===== src/rtl/tlbPkg.sv =====
package tlbPkg;

  typedef enum logic {
    ST_IDLE = 1'b0,
    ST_WAIT = 1'b1
  } tlbStateT;

  // strobes from the control to the datapath
  typedef struct packed {
    logic lookupPhase;   // a lookup is being evaluated this cycle
    logic refillPhase;   // a refill is being evaluated this cycle
    logic hitUpdate;     // accepted hit: age and dirty update
    logic missCapture;   // record the missed request
    logic refillInstall; // write refill into victim entry
    logic flushAll;      // invalidate everything
  } tlbStrobeT;

endpackage


===== src/rtl/tlbControl.sv =====
module tlbControl
  import tlbPkg::*;
(
  input  logic      clk,
  input  logic      rst,
  input  logic      lookupValid,
  input  logic      refillValid,
  input  logic      refillPresent,
  input  logic      baseWrite,
  input  logic      matchAny,
  input  logic      hitAllowed,
  output tlbStrobeT strobe,
  output logic      missPending
);

  tlbStateT stateQ, stateD;

  always_comb begin
    strobe               = '0;
    strobe.lookupPhase   = (stateQ == ST_IDLE) && lookupValid;
    strobe.refillPhase   = (stateQ == ST_WAIT) && refillValid;
    strobe.flushAll      = baseWrite;
    strobe.hitUpdate     = strobe.lookupPhase && matchAny && hitAllowed && !baseWrite;
    strobe.missCapture   = strobe.lookupPhase && !matchAny && !baseWrite;
    strobe.refillInstall = strobe.refillPhase && refillPresent && !baseWrite;
  end

  always_comb begin
    stateD = stateQ;
    if (baseWrite) begin
      stateD = ST_IDLE;
    end else if (strobe.missCapture) begin
      stateD = ST_WAIT;
    end else if (strobe.refillPhase) begin
      stateD = ST_IDLE;
    end
  end

  always_ff @(posedge clk) begin
    if (rst) stateQ <= ST_IDLE;
    else     stateQ <= stateD;
  end

  assign missPending = (stateQ == ST_WAIT);

endmodule


===== src/rtl/tlbDatapath.sv =====
module tlbDatapath
  import tlbPkg::*;
#(
  parameter int VA_W    = 16,
  parameter int PA_W    = 16,
  parameter int OFF_W   = 8,
  parameter int ENTRIES = 8
) (
  input  logic              clk,
  input  logic              rst,
  input  tlbStrobeT         strobe,
  input  logic [VA_W-1:0]   lookupVaddr,
  input  logic              lookupWrite,
  input  logic [PA_W-OFF_W-1:0] refillPpn,
  input  logic              refillCanRead,
  input  logic              refillCanWrite,
  input  logic              refillPresent,
  output logic              matchAny,
  output logic              hitAllowed,
  output logic              hit,
  output logic [PA_W-1:0]   paddr,
  output logic              protFault,
  output logic              pageFault,
  output logic              evictValid,
  output logic [VA_W-OFF_W-1:0] evictVpn,
  output logic [PA_W-OFF_W-1:0] evictPpn,
  output logic              evictDirty
);

  localparam int VPN_W    = VA_W - OFF_W;
  localparam int PPN_W    = PA_W - OFF_W;
  localparam int RANK_W   = $clog2(ENTRIES);
  localparam int IDX_W    = (ENTRIES > 1) ? $clog2(ENTRIES) : 1;
  localparam logic [RANK_W-1:0] OLDEST = RANK_W'(ENTRIES - 1);

  // entry storage
  logic [VPN_W-1:0]  tagQ   [ENTRIES];
  logic [PPN_W-1:0]  ppnQ   [ENTRIES];
  logic [RANK_W-1:0] rankQ  [ENTRIES];
  logic [ENTRIES-1:0] validQ, dirtyQ, canRdQ, canWrQ;

  // captured miss
  logic [VPN_W-1:0] pendVpnQ;
  logic [OFF_W-1:0] pendOffQ;
  logic             pendWriteQ;

  logic [VPN_W-1:0] lookupVpn;
  logic [OFF_W-1:0] lookupOff;
  assign lookupVpn = lookupVaddr[VA_W-1:OFF_W];
  assign lookupOff = lookupVaddr[OFF_W-1:0];

  // tag compare, one comparator per entry
  logic [ENTRIES-1:0] matchVec;
  genvar gi;
  generate
    for (gi = 0; gi < ENTRIES; gi++) begin : g_match
      assign matchVec[gi] = validQ[gi] && (tagQ[gi] == lookupVpn);
    end
  endgenerate

  // one-hot mux of the matching entry
  logic [PPN_W-1:0]  hitPpn;
  logic [RANK_W-1:0] hitRank;
  logic              hitRd, hitWr;
  always_comb begin
    hitPpn  = '0;
    hitRank = '0;
    hitRd   = 1'b0;
    hitWr   = 1'b0;
    for (int i = 0; i < ENTRIES; i++) begin
      hitPpn  = hitPpn  | (ppnQ[i]  & {PPN_W{matchVec[i]}});
      hitRank = hitRank | (rankQ[i] & {RANK_W{matchVec[i]}});
      hitRd   = hitRd   | (canRdQ[i] & matchVec[i]);
      hitWr   = hitWr   | (canWrQ[i] & matchVec[i]);
    end
  end

  assign matchAny   = |matchVec;
  assign hitAllowed = lookupWrite ? hitWr : hitRd;

  // victim selection: lowest free entry, else the oldest valid entry
  logic             anyFree;
  logic [IDX_W-1:0] freeIdx, oldIdx, victimIdx;
  always_comb begin
    anyFree = 1'b0;
    freeIdx = '0;
    oldIdx  = '0;
    for (int i = ENTRIES - 1; i >= 0; i--) begin
      if (!validQ[i]) begin
        anyFree = 1'b1;
        freeIdx = IDX_W'(i);
      end
      if (validQ[i] && (rankQ[i] == OLDEST)) begin
        oldIdx = IDX_W'(i);
      end
    end
    victimIdx = anyFree ? freeIdx : oldIdx;
  end

  logic [ENTRIES-1:0] victimSel;
  always_comb begin
    victimSel = '0;
    victimSel[victimIdx] = 1'b1;
  end

  // age update control
  logic [ENTRIES-1:0] touchSel;
  logic [RANK_W-1:0]  touchRank;
  logic               ageStep;
  assign ageStep   = strobe.hitUpdate || strobe.refillInstall;
  assign touchSel  = strobe.hitUpdate ? matchVec :
                     (strobe.refillInstall ? victimSel : '0);
  assign touchRank = strobe.hitUpdate ? hitRank : rankQ[victimIdx];

  generate
    for (gi = 0; gi < ENTRIES; gi++) begin : g_entry
      always_ff @(posedge clk) begin
        if (rst || strobe.flushAll) begin
          validQ[gi] <= 1'b0;
          dirtyQ[gi] <= 1'b0;
          rankQ[gi]  <= OLDEST;
        end else begin
          if (touchSel[gi]) begin
            rankQ[gi] <= '0;
          end else if (ageStep && validQ[gi] && (rankQ[gi] < touchRank)) begin
            rankQ[gi] <= rankQ[gi] + 1'b1;
          end
          if (strobe.refillInstall && victimSel[gi]) begin
            tagQ[gi]   <= pendVpnQ;
            ppnQ[gi]   <= refillPpn;
            canRdQ[gi] <= refillCanRead;
            canWrQ[gi] <= refillCanWrite;
            validQ[gi] <= 1'b1;
            dirtyQ[gi] <= pendWriteQ && refillCanWrite;
          end else if (strobe.hitUpdate && matchVec[gi] && lookupWrite) begin
            dirtyQ[gi] <= 1'b1;
          end
        end
      end
    end
  endgenerate

  // miss capture
  always_ff @(posedge clk) begin
    if (rst) begin
      pendVpnQ   <= '0;
      pendOffQ   <= '0;
      pendWriteQ <= 1'b0;
    end else if (strobe.missCapture) begin
      pendVpnQ   <= lookupVpn;
      pendOffQ   <= lookupOff;
      pendWriteQ <= lookupWrite;
    end
  end

  // eviction report, one cycle after the replacing refill
  always_ff @(posedge clk) begin
    if (rst) begin
      evictValid <= 1'b0;
      evictVpn   <= '0;
      evictPpn   <= '0;
      evictDirty <= 1'b0;
    end else begin
      evictValid <= strobe.refillInstall && !anyFree;
      if (strobe.refillInstall) begin
        evictVpn   <= tagQ[victimIdx];
        evictPpn   <= ppnQ[victimIdx];
        evictDirty <= dirtyQ[victimIdx];
      end
    end
  end

  // response
  logic refillAllowed, refillShown;
  assign refillAllowed = pendWriteQ ? refillCanWrite : refillCanRead;
  assign refillShown   = strobe.refillPhase && refillPresent;

  assign hit       = strobe.lookupPhase && matchAny;
  assign pageFault = strobe.refillPhase && !refillPresent;
  assign protFault = (hit && !hitAllowed) || (refillShown && !refillAllowed);

  always_comb begin
    if (hit)              paddr = {hitPpn, lookupOff};
    else if (refillShown) paddr = {refillPpn, pendOffQ};
    else                  paddr = '0;
  end

endmodule


===== src/rtl/tlbAgeLru.sv =====
module tlbAgeLru
  import tlbPkg::*;
#(
  parameter int VA_W    = 16,
  parameter int PA_W    = 16,
  parameter int OFF_W   = 8,
  parameter int ENTRIES = 8
) (
  input  logic                  clk,
  input  logic                  rst,
  input  logic                  lookupValid,
  input  logic [VA_W-1:0]       lookupVaddr,
  input  logic                  lookupWrite,
  output logic                  lookupReady,
  output logic                  hit,
  output logic [PA_W-1:0]       paddr,
  output logic                  protFault,
  output logic                  pageFault,
  output logic                  missPending,
  input  logic                  refillValid,
  input  logic [PA_W-OFF_W-1:0] refillPpn,
  input  logic                  refillCanRead,
  input  logic                  refillCanWrite,
  input  logic                  refillPresent,
  input  logic                  baseWrite,
  output logic                  evictValid,
  output logic [VA_W-OFF_W-1:0] evictVpn,
  output logic [PA_W-OFF_W-1:0] evictPpn,
  output logic                  evictDirty
);

  tlbStrobeT strobe;
  logic      matchAny, hitAllowed;

  tlbControl u_ctrl (
    .clk          (clk),
    .rst          (rst),
    .lookupValid  (lookupValid),
    .refillValid  (refillValid),
    .refillPresent(refillPresent),
    .baseWrite    (baseWrite),
    .matchAny     (matchAny),
    .hitAllowed   (hitAllowed),
    .strobe       (strobe),
    .missPending  (missPending)
  );

  tlbDatapath #(
    .VA_W   (VA_W),
    .PA_W   (PA_W),
    .OFF_W  (OFF_W),
    .ENTRIES(ENTRIES)
  ) u_dp (
    .clk           (clk),
    .rst           (rst),
    .strobe        (strobe),
    .lookupVaddr   (lookupVaddr),
    .lookupWrite   (lookupWrite),
    .refillPpn     (refillPpn),
    .refillCanRead (refillCanRead),
    .refillCanWrite(refillCanWrite),
    .refillPresent (refillPresent),
    .matchAny      (matchAny),
    .hitAllowed    (hitAllowed),
    .hit           (hit),
    .paddr         (paddr),
    .protFault     (protFault),
    .pageFault     (pageFault),
    .evictValid    (evictValid),
    .evictVpn      (evictVpn),
    .evictPpn      (evictPpn),
    .evictDirty    (evictDirty)
  );

  assign lookupReady = !missPending;

endmodule


===== config.mk =====
export PLATFORM = sky130hd
export DESIGN_NAME = tlbAgeLru
export DESIGN_NICKNAME = d
export VERILOG_FILES = /design/src/rtl/tlbPkg.sv /design/src/rtl/tlbControl.sv /design/src/rtl/tlbDatapath.sv /design/src/rtl/tlbAgeLru.sv
export SDC_FILE = /design/constraint.sdc
export NUM_CORES = 1
export LEC_CHECK = 0
export ABC_AREA = 0
export BUFFER_PORTS_ARGS = -buffer_cell sky130_fd_sc_hd__buf_4
export CELL_PAD_IN_SITES_DETAIL_PLACEMENT = 1
export CELL_PAD_IN_SITES_GLOBAL_PLACEMENT = 2
export CORE_MARGIN = 2
export CORE_UTILIZATION = 36
export DETAILED_ROUTE_END_ITERATION = 8
export GPL_TIMING_DRIVEN = 0
export PLACE_DENSITY = 0.82
export SYNTH_ARGS = -nofsm -noshare
export SYNTH_HDL_FRONTEND = slang
export SYNTH_HIERARCHICAL = 1
export SYNTH_SLANG_ARGS = --single-unit

===== constraint.sdc =====
create_clock -name clk -period 5.63 [get_ports clk]
set_input_delay 1.126 -clock clk [delete_from_list [all_inputs] [get_ports clk]]
set_output_delay 1.126 -clock clk [all_outputs]
set_load 0.02 [all_outputs]

==> results.md, run 1 <==
- Worst-Margin Slew: 1.061 ns
- Post-Place Cells: 1563
- Yosys Warn Count: 6
- Cells on worst reg2reg path: 13
- Clock slew seen by the registers of the worst setup and hold paths: 0.06 ns
- Layout Skew: ~0.028 ns
- Mapped Area: ~0.011 mm²
- DIE AREA: 0.03300 mm²
- Pwr dens: approximately 270 mW/mm²
- Final #Nets: between 1000 and 1500
- Final Power: approximately 3.6 mW
- Register-to-register setup slack: 0.57 ns
- Die W: 181.7 µm
- # H-tree levels: 1
- Fmax: 0.1812 GHz
- Die Ht: roughly 180 µm
- Synth Area in Compound Gates: between 10% and 20%
- Top flip-flop cell by instance count after synthesis: edfxtp_1
- Synth cell count leaders: nand2_1 (192), edfxtp_1 (168), nor2_1 (87), xnor2_1 (59), nand3_1 (58)
- Final instance area: between 0.01 and 0.015 mm²
- Adder and majority gate portion of the synthesized area: about 2.6%
- Crit Path Max Fanout: 19
- Antenna Nets Post-Route: 0
- Area occupied by registers: 0.006086 mm²
- Most common cell in the netlist: nand2_1
- EDFF count, synth: roughly 170
- # clock sinks: 220
- Longest Clk Path Bufs: 3
- FF-to-FF End: u_dp/rankQ[4][0]
- Min-delay src: u_dp/evictPpn[2]
- Placed cell area: roughly 0.012 mm²
- Arrival time worst endpoint: about 5.8 ns
- Vias per std cell: ~6
- Data required time of the critical path: just under 6 ns
- Run status: complete, no violations
- Post-layout util: between 40% and 50%
- Initial antenna violation count: 1
- CTS tree: done
- Post-CTS Hold Buffers: 0
- Vias: ~9700
- Synthesized flop and latch total: 220
- Synth top area cells: edfxtp_1 (44%), dfxtp_1 (9.2%), nand2_1 (6.3%), xnor2_1 (4.5%), nor2_1 (2.9%)
- Non-Filler Instances: 1619
- Avg WL per Cell: around 27 µm
- Fill cells: around 3400
- Net Count, Synth: about 1100
- Core area: approximately 0.031 mm²
- Share of Yosys cell area claimed by the top area cell type: around 44%
- Initial Utilization: a little over a third
- DPL Wire Length: 30.34 mm
- Maxcap violations: 0
- Hold Vio Cnt, Final: 0
- Hold endpoint: u_dp/evictPpn[2]
- Type of origin of the critical path: input port
- Gr usage total: between 20% and 30%
- Synth async-reset ratio: 0%
- Largest net degree at the start of global routing: 20
- Worst hold-check slack: 0.4843 ns
- CTS root buf: clkbuf_16
- Iter 0 DRT Violations: roughly 1000
- Period utilisation layout: 98.03%
- Residual DRC count: 0
- Register area share after synthesis: 53.56%
- Simple-gate area share of the yosys netlist: 17.57%
- Fin. max-slew vios: 0
- First-pass DRT Iterations: 5
- CTS Buf Count: 26
- Worst vdd ir: ~240 µV
- Placement Setup Slack: -2.446 ns
- RSZ-0062 raised after global routing: no
- Worst r2r src: u_dp/tagQ[6][0]
- Multi-input logic area: 0.004970 mm²
- # rows: 65
- Setup CP Type: input port to flop
- Min cycle time layout: about 5.5 ns
- Ports: 72
- Library cells used by synthesis: 68
- Gr ovfl total: 0
- Lkg Pwr: approximately 4.7 nW
- Total wire length: roughly 44 mm
- HP Class: flop to flop
- Slew margin rel.: about 29%
- Layout cells sized above 1: 15.87%
- Routability Congestion: just under 0.9
- Avg Inst Size Synth: 10.42 µm²
- Wire length of the first global-routing pass: about 64 mm
- Hold Path Depth: 2
- IO buf count: 63
- Total negative setup slack: 0 ns
- Largest family of logic cells by synthesized area: simple AND/OR/NAND/NOR gates
- Final WS setup: about 0.11 ns
- Clk Latency, worst-skew pair: about 0.55 ns
- Mux contribution to synthesized area: roughly 2.2%
- Post-synth top area cell: edfxtp_1
- Xor and xnor area share after synthesis: under 10%
- Area Overhead vs Synth: 18.58%
- Vias in the first global route: 9893
- Synthesized instance count: ~1100
- Final setup fails: 0
- Worst setup EP type: flop
-- worst max path at each step --
stage                    start  cells after the start               end
2_1_floorplan  lookupVaddr[15]                     17  u_dp/rankQ[4][0]
3_3_place_gp   lookupVaddr[11]                     15  u_dp/rankQ[4][1]
3_5_place_dp   lookupVaddr[12]                     17  u_dp/rankQ[4][1]
4_1_cts        lookupVaddr[13]                     17  u_dp/rankQ[5][0]
5_1_grt        lookupVaddr[13]                     17  u_dp/rankQ[4][2]
6_report       lookupVaddr[13]                     17  u_dp/rankQ[4][0]
-- metal layers --
| metal | global-route usage, % | vias to the layer above | share of wire [%] |
|---|---|---|---|
| met5 | 0 | - | 0 |
| met3 | 3.831 | 113 | 7.0 |
| met2 | 43.77 | 384 | 47 |
| li1 | - | 4266 | - |
| met1 | 34.26 | 4916 | 42 |
| met4 | 9.789 | 0 | 4.0 |
-- registers in the layout (all words and copies together) (netlist names) --
signal	cells
u_dp/evictDirty	1
u_dp/tagQ	64
u_dp/pendOffQ	8
u_dp/pendVpnQ	8
u_dp/rankQ	24
u_dp/evictVpn	8
u_dp/canRdQ	8
u_dp/validQ	8
u_dp/dirtyQ	8
u_ctrl/missPending	1
u_dp/evictValid	1
u_dp/evictPpn	8
u_dp/canWrQ	8
u_dp/ppnQ	64
u_dp/pendWriteQ	1
-- area by class of cell --
cell class                 count  share of cell area, %
sequential                   220                  45.17
multi-input combinational    775                  36.88
clock buffer                  39                  5.646
timing repair buffer          78                  4.801
tap                          402                  3.733
buffer                        72                  2.386
clock inverter                 9                 0.7243
inverter                      23                 0.6407
antenna                        1                0.01857
-- worst max-delay path, cell delays in order --
cell	delay, ns
buf_2	0.28
xnor2_1	0.17
nand4_1	0.17
nor4_4	0.24
buf_4	0.18
clkbuf_2	0.38
a22oi_1	0.16
nand3_1	0.15
a211oi_1	0.07
a31oi_2	0.47
and4b_1	0.27
clkbuf_1	0.42
buf_2	0.45
o21ai_2	0.25
ha_1	0.27
nor4b_2	0.42
a21o_1	0.23
-- cell usage in the layout, fill, tap and decap left out, drive strengths merged, types with 5 or more instances in the layout --
cell    instances
mux2i          21
ha             24
xor2            5
xnor2          59
a22o           11
o221ai          8
and2            5
a21oi          43
nor3           10
nor2           89
and3           20
nor4           14
a31oi          38
o211ai          5
clkbuf         78
buf           111
clkinv          7
a21o            8
edfxtp        168
a221oi          9
a311oi         18
a211oi         30
a31o            8
inv            23
nand2         192
a22oi          26
nand3          59
nand4          15
dfxtp          52
o21ai          21
-- what timing repair did --
item                                    4_1_cts  5_1_grt
pin swaps                                     3        2
resized for setup                            13        1
endpoints found under the setup margin       50       17
buffers inserted                              5        3
-- cells by family (layout without fill, tap and decap cells) --
logic type / after synthesis / after routing
AND/OR/NAND/NOR: 424 / 424
AO/OA/AOI/OAI: 239 / 239
flip-flops: 220 / 220
buffers and inverters: 96 / 221
XOR/XNOR: 64 / 64
adder cells (fa/ha/maj): 24 / 24
multiplexers: 24 / 24
other: 0 / 1
-- power breakdown --
part	total, mW	internal, mW	switching (mW)
Combinational	0.139	0.0522	0.0872
Sequential	1.76	1.75	0.0102
Clock	1.70	1.02	0.678
Total	3.60	2.82	0.775
No activity file was read; power rests on OpenSTA's default activity.
==> run 2: changes to the inputs <==
REMOVE_ABC_BUFFERS = 1   (was default)
==> run 2 against run 1 <==
Net effect: sequential share of layout area shrank 0.054 points; final area increased by 0.12%; clock power about the same; hold slack gained 0.00066 ns; first-iteration DRC count is 33% lower; total power is 0.39% lower; global-route usage down 3.5 points.
==> results.md, run 2 (synthesis results as in run 1) <==
- Clk Latency, worst-skew pair: 0.53 ns (was 0.55 ns)
- Final #Nets: 1201 (was 1253)
- Post-layout util: 43.08% (was 43.03%)
- Pwr dens: 265.8 mW/mm² (was 267.1 mW/mm²)
- Critical Path Stages: 13 (was 17)
- Commonest non-fill, non-tap cell in the layout: nand2_1 (unchanged)
- Vias in the first global route: 9515 (was 9893)
- Layout cells sized above 1: 16.68% (was 15.87%)
- Worst-Margin Slew: 1.238 ns (was 1.061 ns)
- Arrival time worst endpoint: 5.69 ns (was 5.76 ns)
- Antenna cells: 0 (was 1)
- Largest net degree at the start of global routing: 77 (was 20)
- Worst setup EP type: flop (unchanged)
- Die Ht: 181.7 µm (unchanged)
- Worst Path Buf+Inv: 2 (was 5)
- Clock slew seen by the registers of the worst setup and hold paths: 0.05 ns (was 0.06 ns)
- Longest Clk Path Bufs: 3 (unchanged)
- Most frequent cells in the layout: nand2_1 (191), edfxtp_1 (168), nor2_1 (79) (was nand2_1 (192), edfxtp_1 (168), nor2_1 (79))
- CP max stage cell: nor4_4 (was a31oi_2)
- Die W: 181.7 µm (unchanged)
- CP top delay family: simple AND/OR/NAND/NOR gates (was buffers and inverters)
- Run status: complete, no violations (unchanged)
- Non-Filler Instances: 1565 (was 1619)
- Placement Setup Slack: -1.524 ns (was -2.446 ns)
- Vias per std cell: 5.840 (was 5.978)
- Core area: 0.03131 mm² (unchanged)
- CTS root buf: clkbuf_16 (unchanged)
- Gr usage total: 22.64% (was 26.10%)
- Slew margin rel.: 17.45% (was 29.26%)
- Final WS setup: 0.1729 ns (was 0.1108 ns)
- Hold Path Depth: 2 (unchanged)
- Register-to-register setup slack: 0.54 ns (was 0.57 ns)
- Initial Utilization: 36.29% (unchanged)
- Fin. max-slew vios: 0 (unchanged)
- Cells on worst reg2reg path: 12 (was 13)
- Worst r2r src: u_dp/tagQ[6][6] (was u_dp/tagQ[6][0])
- Routability Congestion: 0.8178 (was 0.8724)
- DPL Wire Length: 24.80 mm (was 30.34 mm)
- Post-Place Cells: 1513 (was 1563)
- DIE AREA: 0.03300 mm² (unchanged)
- Data required time of the critical path: 5.86 ns (was 5.87 ns)
- Min-delay src: u_dp/evictPpn[6] (was u_dp/evictPpn[2])
- Period utilisation layout: 96.93% (was 98.03%)
- CTS Buf Count: 25 (was 26)
- Antenna Nets Post-Route: 0 (unchanged)
- First-pass DRT Iterations: 5 (unchanged)
- Residual DRC count: 0 (unchanged)
- CTS tree: done (unchanged)
- Layout Skew: 0.01181 ns (was 0.02761 ns)
- Hold Vio Cnt, Final: 0 (unchanged)
- FF-to-FF End: u_dp/rankQ[4][0] (unchanged)
- Largest registers: u_dp/ppnQ: 64 flops, u_dp/tagQ: 64 flops, u_dp/rankQ: 24 flops (unchanged)
- Type of origin of the critical path: input port (unchanged)
- HP Class: flop to flop (unchanged)
- Iter 0 DRT Violations: 661 (was 990)
- RSZ-0062 raised after global routing: no (unchanged)
- Sw frac: 21.26% (was 21.53%)
- Combinational share of power: 3.8% (was 3.9%)
- Final setup fails: 0 (unchanged)
- Vias: 9139 (was 9679)
- Power share of the clock group: 47.1% (was 47.2%)
- Cell Chain, Critical Path: buf_4 > xnor2_1 > nand3_1 > nor4_4 > buf_6 > a22oi_1 > and3_1 > a31oi_1 > and4b_2 > o21ai_1 > ha_1 > nor4b_1 > a21o_1 (was buf_2 > xnor2_1 > nand4_1 > nor4_4 > buf_4 > clkbuf_2 > a22oi_1 > nand3_1 > a211oi_1 > a31oi_2 > and4b_1 > clkbuf_1 > buf_2 > o21ai_2 > ha_1 > nor4b_2 > a21o_1)
- Setup CP Type: input port to flop (unchanged)
- IO buf count: 71 (was 63)
- Fmax: 0.1832 GHz (was 0.1812 GHz)
- Crit Path Max Fanout: 27 (was 19)
- Avg WL per Cell: 23.86 µm (was 26.87 µm)
- Wire length of the first global-routing pass: 57.30 mm (was 64.12 mm)
- Total wire length: 37.34 mm (was 43.51 mm)
- Min cycle time layout: 5.457 ns (was 5.519 ns)
- Lkg Pwr: 4.667 nW (was 4.682 nW)
- Gr ovfl total: 0 (unchanged)
- # rows: 65 (unchanged)
- Area Overhead vs Synth: 18.72% (was 18.58%)
- P_int: 2.823 mW (was 2.825 mW)
- Hold endpoint: u_dp/evictPpn[6] (was u_dp/evictPpn[2])
- Switching pwr: 0.7623 mW (was 0.7749 mW)
- Ports: 72 (unchanged)
- Worst vdd ir: 177.8 µV (was 238.9 µV)
- CP peak stage delay: 0.68 ns (was 0.47 ns)
- # H-tree levels: 1 (unchanged)
- Initial antenna violation count: 0 (was 1)
- Sequential share of power: 49.1% (was 48.9%)
- Maxcap violations: 0 (unchanged)
- # clock sinks: 220 (unchanged)
-- run 2: layout make-up --
cell class	instances	area [µm²]
well taps	402	503.0
flip-flops and latches	220	6086
clock inverters	14	188.9
inverters	23	86.33
repair buffers	99	988.4
multi-input cells	775	4976
fillers	3385	17820
clock buffers	32	661.9
-- run 2: metal layers --
layer  up-vias  part of all wire (%)  track usage (%)
met2       286                    48            37.79
met4         0                   3.0            7.577
met5         -                     0                0
li1       4163                     -                -
met1      4614                    44            29.75
met3        76                   5.8            4.051
-- run 2: timing repair --
item	CTS	global route
endpoints found under the setup margin	66	0
buffers inserted	6	0
endpoints found under the hold margin	0	0
resized for setup	4	0
hold buffers	0	0
-- run 2: power by group through the flow --
stage               logic [mW]  clock network [mW]  registers [mW]
finish                   0.135                1.69            1.76
global route             0.146                1.79            1.76
CTS                      0.136                1.72            1.76
detailed placement       0.135                   0            1.79
global placement         0.129                   0            1.79
floorplan               0.0592                   0            1.79
-- run 2: worst max path at each step --
stage / start / to / slack, ns
5_1_grt: lookupVaddr[14] / u_dp/rankQ[4][1] / 0.03
3_3_place_gp: u_dp/validQ[6] / u_dp/tagQ[1][5] / -2.83
4_1_cts: lookupVaddr[14] / u_dp/rankQ[4][0] / 0.24
2_1_floorplan: lookupVaddr[14] / u_dp/rankQ[4][0] / 0.49
6_report: lookupVaddr[14] / u_dp/rankQ[4][0] / 0.17
3_5_place_dp: lookupVaddr[13] / u_dp/rankQ[4][1] / -1.52
-- run 2: per-stage QoR --
stage / setup TNS (ns) / cell area, µm² / hold WS, ns / total power, mW
final: 0 / 13490 / 0.4849 / 3.585
after global routing: 0 / 13490 / 0.5102 / 3.692
after CTS: 0 / 13490 / 0.4907 / 3.617
after detailed placement: -65.31 / 12580 / 0.4830 / 1.929
after global placement: -402.88 / 12080 / 0.4733 / 1.923
after floorplan: 0 / 11040 / 0.4600 / 1.853
-- run 2: tightest hold or removal path, cell delays in order, from the launching register on --
cell and delay [ns]:
dfxtp_1 0.30, nor2_1 0.08, a211oi_1 0.05
==> run 3: changes to the inputs <==
ABC_CLOCK_PERIOD_IN_PS = 5630   (was default)
PLACE_DENSITY = default   (was 0.82)
PLACE_DENSITY_LB_ADDON = 0.05   (was default)
==> run 3 against run 2 <==
Net effect: sequential cell count is the same; largest cell class unchanged; worst setup slack better by 0.12 ns; sequential power barely moved; fmax grew 2.2%; cell count decreased by 0.19%; total power is 0.54% lower; clock power barely moved; combinational power barely moved; largest power group unchanged; global-route usage grew 1.2 points; via count is 2.8% lower; hold slack improved by 0.0011 ns; critical path depth up 1.
==> results.md, run 3 (synthesis results as in run 1) <==
- Power share of the clock group: 46.8% (was 47.1%)
- Final #Nets: 1196 (was 1201)
- Wire length of the first global-routing pass: 58.64 mm (was 57.30 mm)
- Clock slew seen by the registers of the worst setup and hold paths: 0.06 ns (was 0.05 ns)
- Vias: 8887 (was 9139)
- Die W: 181.7 µm (unchanged)
- Maxcap violations: 0 (unchanged)
- Largest registers: u_dp/ppnQ: 64 flops, u_dp/tagQ: 64 flops, u_dp/rankQ: 24 flops (unchanged)
- Sequential share of power: 49.4% (was 49.1%)
- Initial antenna violation count: 0 (unchanged)
- Fill cells: 3431 (was 3385)
- Largest net degree at the start of global routing: 77 (unchanged)
- Sw frac: 22.18% (was 21.26%)
- Switching pwr: 0.7909 mW (was 0.7623 mW)
- Run status: complete, no violations (unchanged)
- Clk Latency, worst-skew pair: 0.56 ns (was 0.53 ns)
- Placement Setup Slack: -1.394 ns (was -1.524 ns)
- Pwr dens: 266.9 mW/mm² (was 265.8 mW/mm²)
- Worst setup EP type: flop (unchanged)
- CTS root buf: clkbuf_16 (unchanged)
- Gr usage total: 23.79% (was 22.64%)
- Lkg Pwr: 4.611 nW (was 4.667 nW)
- Vias per std cell: 5.690 (was 5.840)
- Residual DRC count: 0 (unchanged)
- IO buf count: 71 (unchanged)
- Hold Vio Cnt, Final: 0 (unchanged)
- First-pass DRT Iterations: 5 (unchanged)
- Layout cells sized above 1: 16.03% (was 16.68%)
- Worst-Margin Slew: 1.288 ns (was 1.238 ns)
- # H-tree levels: 1 (unchanged)
- Final WS setup: 0.2908 ns (was 0.1729 ns)
- DPL Wire Length: 25.60 mm (was 24.80 mm)
- Commonest non-fill, non-tap cell in the layout: nand2_1 (unchanged)
- Most frequent cells in the layout: nand2_1 (191), edfxtp_1 (168), nor2_1 (79) (unchanged)
- Slew margin rel.: 14.15% (was 17.45%)
- Fmax: 0.1873 GHz (was 0.1832 GHz)
- Fin. max-slew vios: 0 (unchanged)
- Longest Clk Path Bufs: 3 (unchanged)
- Area Overhead vs Synth: 17.58% (was 18.72%)
- Routability Congestion: 0.7945 (was 0.8178)
- Min cycle time layout: 5.339 ns (was 5.457 ns)
- Antenna cells: 0 (unchanged)
- CTS Buf Count: 27 (was 25)
- Post-CTS Hold Buffers: 0 (unchanged)
- RSZ-0062 raised after global routing: no (unchanged)
- Core area: 0.03131 mm² (unchanged)
- Total negative setup slack: 0 ns (unchanged)
- Antenna Nets Post-Route: 0 (unchanged)
- P_int: 2.775 mW (was 2.823 mW)
- Layout Skew: 0.01603 ns (was 0.01181 ns)
- Total wire length: 39.22 mm (was 37.34 mm)
- Data required time of the critical path: 5.89 ns (was 5.86 ns)
- Vias in the first global route: 9204 (was 9515)
- CTS tree: done (unchanged)
- Initial Utilization: 36.29% (unchanged)
- Avg WL per Cell: 25.11 µm (was 23.86 µm)
- Setup CP Type: input port to flop (unchanged)
- Die Ht: 181.7 µm (unchanged)
- Iter 0 DRT Violations: 582 (was 661)
- Crit Path Max Fanout: 27 (unchanged)
- Ports: 72 (unchanged)
- Period utilisation layout: 94.83% (was 96.93%)
- Combinational share of power: 3.8% (about the same)
- DIE AREA: 0.03300 mm² (unchanged)
- Final setup fails: 0 (unchanged)
- Worst vdd ir: 231.6 µV (was 177.8 µV)
- # rows: 65 (unchanged)
- Type of origin of the critical path: input port (unchanged)
- # clock sinks: 220 (unchanged)
- Arrival time worst endpoint: 5.60 ns (was 5.69 ns)
- Gr ovfl total: 0 (unchanged)
- HP Class: flop to flop (unchanged)
- Final Power: 3.566 mW (was 3.585 mW)
run 3: routing by layer:
| metal | track usage, % | vias to the layer above | part of all wire (%) |
|---|---|---|---|
| met5 | 0 | - | 0 |
| met4 | 6.699 | 0 | 2.5 |
| met3 | 3.349 | 60 | 3.7 |
| met2 | 40.34 | 169 | 48 |
| met1 | 31.83 | 4496 | 46 |
| li1 | - | 4162 | - |
run 3: power by group through the flow:
stage               Sequential [mW]  Combinational (mW)  Clock [mW]
floorplan                      1.79              0.0592           0
CTS                            1.76               0.138        1.71
detailed placement             1.79               0.137           0
finish                         1.76               0.137        1.67
global placement               1.79               0.133           0
global route                   1.76               0.148        1.77
run 3: critical path: stages:
cell,delay (ns)
buf_4,0.16
xnor2_1,0.32
nand3_1,0.23
nor4_4,0.66
buf_8,0.26
a22oi_1,0.10
and3_1,0.18
a31oi_1,0.25
and4b_4,0.53
o21ai_0,0.39
buf_4,0.29
ha_1,0.19
nor4b_1,0.63
a21o_1,0.26
run 3: path summary, 6_finish.rpt:
path	startpoint	to	slack, ns	cells past startpoint
worst max-delay path	lookupVaddr[14]	u_dp/rankQ[4][1]	0.29	14
worst min-delay path	u_dp/evictVpn[4]	u_dp/evictVpn[4]	0.49	2
worst max register to register	u_dp/tagQ[6][6]	u_dp/rankQ[4][1]	0.63	13
worst min register to register	u_dp/evictVpn[4]	u_dp/evictVpn[4]	0.49	2
run 3: cell type report:
cell class                      count  area [µm²]  area share [%]
Sequential cell                   220        6086           45.55
Multi-Input combinational cell    775        5025           37.61
Timing Repair Buffer               92       817.0           6.115
Clock buffer                       39       750.7           5.618
Tap cell                          402       503.0           3.764
Clock inverter                     11       93.84          0.7023
Inverter                           23       86.33          0.6461
run 3: metrics by stage:
step | hold slack, ns | instances | instance area [µm²] | util [%]
floorplan | 0.4600 | 1018 | 11040 | -
global placement | 0.4724 | 1491 | 12080 | 38.57
detailed placement | 0.4799 | 1507 | 12460 | 39.80
CTS | 0.4870 | 1561 | 13340 | 42.60
global route | 0.5183 | 1562 | 13360 | 42.67
finish | 0.4860 | 1562 | 13360 | 42.67
run 3: repair_timing:
item,4_1_cts,5_1_grt
resized for setup,2,3
pin swaps,1,2
setup endpoints to repair,66,29
setup buffers,4,1
cloned,0,0
